`src/rtl/pmc_pkg.sv`:
```
package pmc_pkg;
   localparam int SRC_USB  = 0;
   localparam int SRC_TMR0 = 1;
   localparam int SRC_P3   = 2;
   localparam int SRC_EXT0 = 3;
   localparam int SRC_EXT1 = 4;
   localparam int N_SRC    = 5;

   localparam int BIT_HALT = 0;
   localparam int BIT_OSC  = 1;
   localparam int BIT_LVDD = 7;

   localparam int CAUSE_W   = 3;
   localparam int CAUSE_POR = 0;
   localparam int CAUSE_PIN = 1;
   localparam int CAUSE_LVD = 2;
endpackage

```
`src/rtl/pmc_sync.sv`:
```
module pmc_sync #(
   parameter int STAGES = 2
) (
   input  logic clk,
   input  logic rst_n,
   input  logic d,
   output logic q
);
   logic [STAGES-1:0] chain;

   generate
      for (genvar i = 0; i < STAGES; i++) begin : g_stage
         if (i == 0) begin : g_first
            always_ff @(posedge clk or negedge rst_n)
               if (!rst_n) chain[0] <= 1'b0;
               else        chain[0] <= d;
         end else begin : g_next
            always_ff @(posedge clk or negedge rst_n)
               if (!rst_n) chain[i] <= 1'b0;
               else        chain[i] <= chain[i-1];
         end
      end
   endgenerate

   assign q = chain[STAGES-1];
endmodule

```
`src/rtl/pmc_lvd_filter.sv`:
```
module pmc_lvd_filter #(
   parameter int SYNC_STAGES = 2,
   parameter int HOLD        = 4
) (
   input  logic clk,
   input  logic rst_n,
   input  logic lvd_low,
   input  logic enable,
   output logic trip
);
   localparam int CW = $clog2(HOLD + 1);
   localparam logic [CW-1:0] HOLD_V = CW'(HOLD);

   logic          low_s;
   logic [CW-1:0] run_q;

   pmc_sync #(.STAGES(SYNC_STAGES)) u_sync (
      .clk(clk), .rst_n(rst_n), .d(lvd_low), .q(low_s)
   );

   // consecutive-cycle counter, saturating at HOLD
   always_ff @(posedge clk or negedge rst_n)
      if (!rst_n)                 run_q <= '0;
      else if (low_s && enable) begin
         if (run_q != HOLD_V)     run_q <= run_q + 1'b1;
      end else                    run_q <= '0;

   assign trip = enable && (run_q == HOLD_V);
endmodule

```
`src/rtl/pmc_wake.sv`:
```
module pmc_wake #(
   parameter int N_SRC       = 5,
   parameter int SYNC_STAGES = 2,
   parameter int P3_IDX      = 2
) (
   input  logic             clk,
   input  logic             rst_n,
   input  logic             halt_q,
   input  logic             stop_q,
   input  logic [N_SRC-1:0] irq_req,
   input  logic [N_SRC-1:0] wake_en,
   input  logic             usb_wake,
   output logic             wake_clr,
   output logic             osc_hold
);
   logic stop_evt, halt_evt, wake_raw, pend_q, wake_s, clr_q;

   assign stop_evt = irq_req[P3_IDX] | usb_wake;
   assign halt_evt = |(irq_req & wake_en);
   assign wake_raw = stop_q ? stop_evt : (halt_q & halt_evt);

   // holds a short event until the mode bits are released
   always_ff @(posedge clk or negedge rst_n)
      if (!rst_n)                pend_q <= 1'b0;
      else if (halt_q || stop_q) pend_q <= pend_q | wake_raw;
      else                       pend_q <= 1'b0;

   pmc_sync #(.STAGES(SYNC_STAGES)) u_sync (
      .clk(clk), .rst_n(rst_n), .d(wake_raw | pend_q), .q(wake_s)
   );

   always_ff @(posedge clk or negedge rst_n)
      if (!rst_n) clr_q <= 1'b0;
      else        clr_q <= wake_s & (halt_q | stop_q);

   assign wake_clr = clr_q;
   // clockless restart path for stop mode
   assign osc_hold = stop_q & (stop_evt | pend_q);
endmodule

```
`src/rtl/pwr_wake_ctrl.sv`:
```
module pwr_wake_ctrl
   import pmc_pkg::*;
#(
   parameter int          ADDR_W      = 4,
   parameter logic [ADDR_W-1:0] CTL_ADDR  = 'h0,
   parameter logic [ADDR_W-1:0] STAT_ADDR = 'h1,
   parameter int          SYNC_STAGES = 2,
   parameter int          LVD_HOLD    = 4
) (
   input  logic              clk,
   input  logic              por_n,
   input  logic              hwrst_n,
   input  logic              reg_wr,
   input  logic [ADDR_W-1:0] reg_addr,
   input  logic [7:0]        reg_wdata,
   output logic [7:0]        reg_rdata,
   input  logic [N_SRC-1:0]  irq_req,
   input  logic [N_SRC-1:0]  wake_en,
   input  logic              usb_wake,
   input  logic              lvd_low,
   output logic              osc_en,
   output logic              cpu_clk_en,
   output logic              sys_rst_req
);
   generate
      if (SYNC_STAGES < 2) begin : g_bad_sync
         $error("SYNC_STAGES must be at least 2");
      end
      if (LVD_HOLD < 1) begin : g_bad_hold
         $error("LVD_HOLD must be at least 1");
      end
      if (CTL_ADDR == STAT_ADDR) begin : g_bad_addr
         $error("register addresses must differ");
      end
   endgenerate

   logic               rst_n;
   logic               halt_q, osc_q, lvd_dis_q;
   logic [CAUSE_W-1:0] cause_q;
   logic               pin_s, lvd_trip, wake_clr, osc_hold;
   logic               wr_ctl;
   logic               unused_wdata;

   assign rst_n        = por_n & hwrst_n;
   assign wr_ctl       = reg_wr && (reg_addr == CTL_ADDR);
   assign unused_wdata = ^reg_wdata[6:2];

   pmc_sync #(.STAGES(SYNC_STAGES)) u_pin_sync (
      .clk(clk), .rst_n(por_n), .d(~hwrst_n), .q(pin_s)
   );

   pmc_lvd_filter #(.SYNC_STAGES(SYNC_STAGES), .HOLD(LVD_HOLD)) u_lvd (
      .clk(clk), .rst_n(rst_n), .lvd_low(lvd_low),
      .enable(~lvd_dis_q), .trip(lvd_trip)
   );

   pmc_wake #(.N_SRC(N_SRC), .SYNC_STAGES(SYNC_STAGES), .P3_IDX(SRC_P3)) u_wake (
      .clk(clk), .rst_n(rst_n), .halt_q(halt_q), .stop_q(osc_q),
      .irq_req(irq_req), .wake_en(wake_en), .usb_wake(usb_wake),
      .wake_clr(wake_clr), .osc_hold(osc_hold)
   );

   // control register: a wake-up clear overrides a same-cycle write
   always_ff @(posedge clk or negedge rst_n)
      if (!rst_n) begin
         halt_q <= 1'b0; osc_q <= 1'b0; lvd_dis_q <= 1'b0;
      end else if (lvd_trip) begin
         halt_q <= 1'b0; osc_q <= 1'b0; lvd_dis_q <= 1'b0;
      end else begin
         if (wr_ctl) begin
            halt_q    <= reg_wdata[BIT_HALT];
            osc_q     <= reg_wdata[BIT_OSC];
            lvd_dis_q <= reg_wdata[BIT_LVDD];
         end
         if (wake_clr) begin
            halt_q <= 1'b0;
            osc_q  <= 1'b0;
         end
      end

   // reset cause: survives pin and low-supply resets
   always_ff @(posedge clk or negedge por_n)
      if (!por_n)        cause_q <= CAUSE_W'(1 << CAUSE_POR);
      else if (pin_s)    cause_q <= CAUSE_W'(1 << CAUSE_PIN);
      else if (lvd_trip) cause_q <= CAUSE_W'(1 << CAUSE_LVD);

   always_comb begin
      reg_rdata = 8'h00;
      if (reg_addr == CTL_ADDR) begin
         reg_rdata[BIT_HALT] = halt_q;
         reg_rdata[BIT_OSC]  = osc_q;
         reg_rdata[BIT_LVDD] = lvd_dis_q;
      end else if (reg_addr == STAT_ADDR) begin
         reg_rdata[CAUSE_W-1:0] = cause_q;
      end
   end

   assign osc_en      = ~osc_q | osc_hold;
   assign cpu_clk_en  = rst_n & ~lvd_trip & ~halt_q & ~osc_q;
   assign sys_rst_req = ~rst_n | lvd_trip;
endmodule

```
`config.mk`:
```
export PLATFORM = sky130hd
export DESIGN_NAME = pwr_wake_ctrl
export DESIGN_NICKNAME = d
export VERILOG_FILES = /design/src/rtl/pmc_pkg.sv /design/src/rtl/pmc_sync.sv /design/src/rtl/pmc_lvd_filter.sv /design/src/rtl/pmc_wake.sv /design/src/rtl/pwr_wake_ctrl.sv
export SDC_FILE = /design/constraint.sdc
export NUM_CORES = 1
export LEC_CHECK = 0
export BUFFER_PORTS_ARGS = -buffer_cell sky130_fd_sc_hd__buf_2
export CAP_MARGIN = 40
export CORE_MARGIN = 2
export CORE_UTILIZATION = 45
export CTS_BUF_LIST = sky130_fd_sc_hd__clkbuf_8
export DETAILED_ROUTE_END_ITERATION = 16
export PLACE_DENSITY = 0.79
export REMOVE_ABC_BUFFERS = 1
export SKIP_LAST_GASP = 1
export SLEW_MARGIN = 20
export SYNTH_ARGS = -nofsm -noshare
export SYNTH_HDL_FRONTEND = slang
export SYNTH_SLANG_ARGS = --single-unit
```
`constraint.sdc`:
```
create_clock -name clk -period 1.54 [get_ports clk]
set_input_delay 0 -clock clk [delete_from_list [all_inputs] [get_ports clk]]
set_output_delay 0 -clock clk [all_outputs]
set_load 0.05 [all_outputs]
```
# ---- Yosys cells after proc, flatten, opt, wreduce, memory -nomap -nowiden
# Index checks and enable logic that the tools add are counted.
dict set report word_totals {
  register_bits 17
  in_bits 28
}
dict set report op_classes {
  add_sub_neg 1
  eq_ne 4
  n_mux 18
  n_reduce_logical 9
  n_bitwise 20
}
# operator n
set op_table {}
lappend op_table {{2-to-1 mux 3 bit} 5}
lappend op_table {{2-to-1 mux 1 bit} 12}
lappend op_table {{bitwise AND 1 bit} 7}
lappend op_table {{inverter 1 bit} 6}
lappend op_table {{OR 1 bit} 6}
lappend op_table {{bitwise AND 5 bit} 1}
lappend op_table {{OR reduction 5 bit} 1}
lappend op_table {{equality test 4 x 1 -> 1 bit, second input constant} 1}
lappend op_table {{logical NOT 4 bit} 1}
lappend op_table {{nonzero test 2 bit} 2}
lappend op_table {{adder 3 x 1 -> 3 bit, second input constant} 1}
lappend op_table {{equality test 3 bit, second input constant} 1}
lappend op_table {{logical AND 1 bit} 3}
lappend op_table {{!= test 3 bit, second input constant} 1}
lappend op_table {{nonzero test 3 bit} 1}
lappend op_table {{2-to-1 mux 2 bit} 1}
lappend op_table {{!= test 2 bit, second input constant} 1}
lappend op_table {{logical OR 1 bit} 1}

# ---- Logic depth before layout (Yosys ltp)
dict set report depth {
  depth_word 6
  depth_mapped 5
  ltp_nobuf 5
}

# ---- Cells and area by module
# From an unflattened synthesis, not the netlist that was laid out.
dict set report unflattened {
  hier_cells 78
  area_unflattened_um2 817.0
}
# mod seq_area_each_um2 cells_each n_inst area_per_inst_um2
set by_module_without_submodules {}
lappend by_module_without_submodules {pwr_wake_ctrl 151.4 42 1 361.6}
lappend by_module_without_submodules {pmc_lvd_filter 75.1 18 1 180.2}
lappend by_module_without_submodules {pmc_sync 50.0 2 3 50.0}
lappend by_module_without_submodules {pmc_wake 50.0 12 1 125.1}

# ---- Worst setup path before layout
# OpenSTA, ideal clock, no wires.
dict set report synth_timing {
  path_type {register -> output}
  from {reg u_lvd.run_q[0]}
  to {out cpu_clk_en}
  slack_ns -0.762
  path_stages_with_launch 6
  t_arrival_ns 2.302
  required_ns 1.540
  cell_sequence {dfrtp_1 -> inv_1 -> ha_1 -> nand3b_1 -> nand2_1 -> nor3_1}
}
dict set report synth_via {
  elab_chain_cells 6
}
# element line
set synth_lines {}
lappend synth_lines {{from (decl)} pmc_lvd_filter.sv:15} ;# logic [CW-1:0] run_q;
lappend synth_lines {{from (signal assigned)} pmc_lvd_filter.sv:25} ;# if (run_q != HOLD_V) run_q <= run_q + 1'b1;
lappend synth_lines {{equality test 3 bit} pmc_lvd_filter.sv:28} ;# assign trip = enable && (run_q == HOLD_V);
lappend synth_lines {{logical AND 1 bit} pmc_lvd_filter.sv:28}
lappend synth_lines {{inverter 1 bit} pwr_wake_ctrl.sv:99} ;# assign cpu_clk_en = rst_n & ~lvd_trip & ~halt_q & ~osc_q;
lappend synth_lines {{bitwise AND 1 bit (3 in series)} pwr_wake_ctrl.sv:99}
lappend synth_lines {{to (decl)} pwr_wake_ctrl.sv:22} ;# output logic cpu_clk_en,
# Every way passes these cells.

# ---- Final worst setup path
dict set report layout_timing {
  from {reg osc_q}
  to {out reg_rdata[1]}
}
dict set report layout_via {
  elab_chain_cells 1
}
# element line
set layout_lines {}
lappend layout_lines {{from (decl)} pwr_wake_ctrl.sv:38} ;# logic halt_q, osc_q, lvd_dis_q;
lappend layout_lines {{from (signal assigned)} pwr_wake_ctrl.sv:72} ;# osc_q <= reg_wdata[BIT_OSC];
lappend layout_lines {{2-to-1 mux 2 bit} pwr_wake_ctrl.sv:89} ;# if (reg_addr == CTL_ADDR) begin
lappend layout_lines {{to (decl)} pwr_wake_ctrl.sv:16} ;# output logic [7:0] reg_rdata,
# Every way passes these cells.

==> impl_metrics.prom <==
# TYPE chip_impl_metric gauge
chip_impl_metric{name="pin_count_of_the_biggest_net_entering_global_routing",unit=""} 13
chip_impl_metric{name="max-vdd-ir-drop",unit="mV"} 0.601
chip_impl_info{name="grt_setup_unrepaired",value="false"} 1
chip_impl_metric{name="total_leakage_power",unit="nW"} 0.545
chip_impl_metric{name="regArea",unit="µm²"} 427
chip_impl_metric{name="vias_per_cell",unit=""} 5.12
chip_impl_metric{name="die_h",unit="µm"} 46.0
chip_impl_metric{name="clock_insertion_delay_worst_skew",unit="ns"} 0.25
chip_impl_metric{name="diodes",unit=""} 0
chip_impl_metric{name="design.die.area",unit="µm²"} 2110
chip_impl_metric{name="clock-skew-final",unit="ns"} 0.00303
chip_impl_info{name="clock_tree.root_cell",value="clkbuf_8"} 1
chip_impl_metric{name="cts.reportedPaths.clkPinSlew",unit="ns"} 0.06
chip_impl_metric{name="worst_path_largest_cell_delay",unit="ns"} 0.38
chip_impl_metric{name="final-hold-violation-count",unit=""} 0
chip_impl_info{name="hold_class",value="input port to register"} 1
chip_impl_metric{name="finalMaxSlewViolations",unit=""} 0
chip_impl_metric{name="drc",unit=""} 0
chip_impl_metric{name="fin_crit_sh",unit="%"} 94.3
chip_impl_info{name="tritoncts",value="built"} 1
chip_impl_metric{name="design_area",unit="µm²"} 1060
chip_impl_metric{name="worst_ep_arrival_time",unit="ns"} 1.45
chip_impl_metric{name="clock_path_buffers",unit=""} 2
chip_impl_metric{name="routed_wire_length_per_instance",unit="µm"} 12.2
chip_impl_metric{name="io_buffer_count",unit=""} 29
chip_impl_metric{name="core",unit="µm²"} 1690
chip_impl_metric{name="layout-area-overhead-vs-synth",unit="%"} 34.2
chip_impl_info{name="crit_path_start_kind",value="register"} 1
chip_impl_metric{name="synthesis.area_per_instance",unit="µm²"} 10.7
chip_impl_metric{name="initial_antenna_violation_count",unit=""} 0
chip_impl_metric{name="drtIter0Drc",unit=""} 8
chip_impl_metric{name="gr-total-overflow",unit=""} 0
chip_impl_metric{name="placement_rows",unit=""} 15
chip_impl_metric{name="wirelength",unit="mm"} 1.60
chip_impl_metric{name="antenna_left",unit=""} 0
chip_impl_metric{name="global_route.usage.total",unit="%"} 18.3
chip_impl_metric{name="setup_viol_count_final",unit=""} 0
chip_impl_metric{name="clock.fmax",unit="GHz"} 0.689
chip_impl_metric{name="netlist_instances",unit=""} 74
chip_impl_metric{name="cts_h_tree_depth",unit=""} 1
chip_impl_info{name="outcome",value="complete, no violations"} 1
chip_impl_metric{name="ys_seq_area_share",unit="%"} 53.8
chip_impl_metric{name="multi_input_area",unit="µm²"} 337
chip_impl_metric{name="mappedNetlistArea",unit="µm²"} 793
chip_impl_metric{name="initial_core_util",unit="%"} 47.0
chip_impl_metric{name="timing.critical_path.fanout_max",unit=""} 6
chip_impl_metric{name="clkSinkCount",unit=""} 17
chip_impl_metric{name="drt_pass1_iterations",unit=""} 4
chip_impl_metric{name="fin_worst_hold_slack",unit="ns"} 0.00804
chip_impl_metric{name="nets",unit=""} 145
chip_impl_metric{name="vias",unit=""} 671
chip_impl_info{name="cp_slowest_cell",value="dfrtp_1"} 1
chip_impl_info{name="cp-end-kind",value="primary output"} 1
chip_impl_metric{name="numPlacedInstances",unit=""} 122
chip_impl_metric{name="fillerInstances",unit=""} 143
chip_impl_metric{name="setup_total_negative_slack",unit="ns"} 0
chip_impl_metric{name="power.density",unit="nW/µm²"} 1170
chip_impl_metric{name="place_congestion",unit=""} 0.687
chip_impl_metric{name="die_x",unit="µm"} 46.0
chip_impl_metric{name="cts_made_buffers",unit=""} 3
chip_impl_metric{name="critical_path_required",unit="ns"} 1.54
chip_impl_info{name="timing_worst_setup_path_type",value="register to primary output"} 1
chip_impl_metric{name="timing.final.crit_period",unit="ns"} 1.45
chip_impl_metric{name="post_route_cells_drive_above_1_share",unit="%"} 38.6
chip_impl_info{name="cp_cell_sequence",value="buf_4, mux2i_1, nor4_1, buf_2"} 1
chip_impl_metric{name="postSynthRegisterBits",unit=""} 17
chip_impl_metric{name="grt_pass1_vias",unit=""} 616
chip_impl_metric{name="dp_hpwl",unit="mm"} 1.22
chip_impl_metric{name="placement.cell_area",unit="µm²"} 963
chip_impl_metric{name="grt_first_pass_wirelength",unit="mm"} 2.64
chip_impl_metric{name="maxCapViolCount",unit=""} 0
chip_impl_metric{name="yosys_warnings",unit=""} 0
chip_impl_metric{name="io_pins",unit=""} 39
chip_impl_metric{name="yosysUniqueCellTypes",unit=""} 29
chip_impl_info{name="top_regs",value="cause_q x3, u_lvd.run_q x3"} 1
chip_impl_metric{name="final-instance-count-excl-fill",unit=""} 131
layer usage:
layer	GRT usage [%]	wire length, µm	share of wire [%]	vias up
li1	-	-	-	338
met1	22.8	701	44	299
met2	26.7	776	48	30
met3	5.16	97	6.1	4
met4	13.7	27	1.7	0
met5	0	0	0	-
critical path, delay by kind of cell, from the launching register on:
family                 cells  cell delay [ns]
flip-flops                 1             0.38
buffers and inverters      2             0.49
AND/OR/NAND/NOR            1             0.24
multiplexers               1             0.09
logic make-up (layout without fill, tap and decap cells):
group	Yosys count	count (layout)	share of synthesized area, %
XOR/XNOR	1	1	1.10
multiplexers	2	2	2.52
AND/OR/NAND/NOR	28	28	21.1
other	1	4	0.473
AO/OA/AOI/OAI	14	14	11.7
buffers and inverters	9	46	6.15
flip-flops	17	17	53.8
adder cells (fa/ha/maj)	2	2	3.15
final timing paths:
path | startpoint | end | slack [ns] | cells past startpoint
setup / recovery | osc_q$_DFFE_PP0P_ | reg_rdata[1] | 0.09 | 4
max in group asynchronous | por_n | lvd_dis_q$_DFFE_PP0P_ | 0.94 | 4
setup reg to reg | u_lvd.run_q[0]$_DFFE_PP0P_ | cause_q[1]$_DFFE_PN0P_ | 0.28 | 5
hold reg to reg | u_wake.u_sync.chain[0]$_DFF_PP0_ | u_wake.u_sync.q$_DFF_PP0_ | 0.35 | 0
min in group asynchronous | por_n | cause_q[2]$_DFFE_PN0P_ | 0.09 | 2
hold / removal | reg_wdata[7] | lvd_dis_q$_DFFE_PP0P_ | 0.008 | 3
repair_timing:
item | in CTS | in global routing
endpoints found under the hold margin | 19 | 0
setup endpoints to repair | 1 | 2
gates resized for setup | 1 | 2
hold buffers | 3 | 0
pin swaps | 0 | 0
buffers inserted | 0 | 2
final cells by class:
class	count	area share, %
Clock buffer	3	3.88
Multi-Input combinational cell	51	31.6
Clock inverter	1	0.470
Sequential cell	17	40.1
Timing Repair Buffer	37	20.2
Tap cell	17	2.00
Inverter	5	1.76
power by group:
part / switching, mW / internal [mW] / total (mW)
Combinational: 0.185 / 0.154 / 0.338
Clock: 0.145 / 0.179 / 0.324
Sequential: 0.0564 / 0.526 / 0.582
Total: 0.386 / 0.859 / 1.24
metrics by stage:
stage	total power [mW]	setup slack, ns	util, %
2_1_floorplan	0.788	-0.762	-
3_3_place_gp	0.887	0.273	57.0
3_5_place_dp	0.898	0.250	57.0
4_1_cts	1.24	0.00567	61.7
5_1_grt	1.33	0.0192	63.0
6_report	1.24	0.0877	63.0
synth_stat cells:
cell type  number  share of area (%)
nor4_1          3                2.4
dfstp_2         1                3.3
buf_4           4                3.8
dfrtp_1        16                 50
o21ai_1         3                1.9
or4_4           1                1.4
a21o_1          1               0.95
nand2b_1        2                1.6
nor3_1          2                1.3
a21oi_1         4                2.5
nor2_1          3                1.4
or4b_4          1                1.7
and3b_1         1                1.1
nand4_1         1               0.79
conb_1          1               0.47
o311a_1         1                1.3
mux2i_1         2                2.5
nand2_1         6                2.8
nand3_1         4                2.5
o211a_1         1                1.3
o21a_1          1               0.95
nor4_2          1                1.6
a211oi_1        1               0.95
xnor2_1         1                1.1
ha_1            2                3.2
inv_1           5                2.4
and2_1          2                1.6
a22oi_1         2                1.9
nand3b_1        1               0.95
cell usage in the layout, fill, tap and decap left out, types with 2 or more instances in the layout:
master          n
buf_2          28
nor2_1          3
nor4_1          3
and2_1          2
nand2_1         6
a21oi_1         4
clkbuf_8        3
dlygate4sd3_1   3
buf_4           6
inv_1           5
o21ai_1         3
dfrtp_1        16
a22oi_1         2
nand3_1         4
mux2i_1         2
conb_1          4
nand2b_1        2
Power figures use the tool's default switching activity.
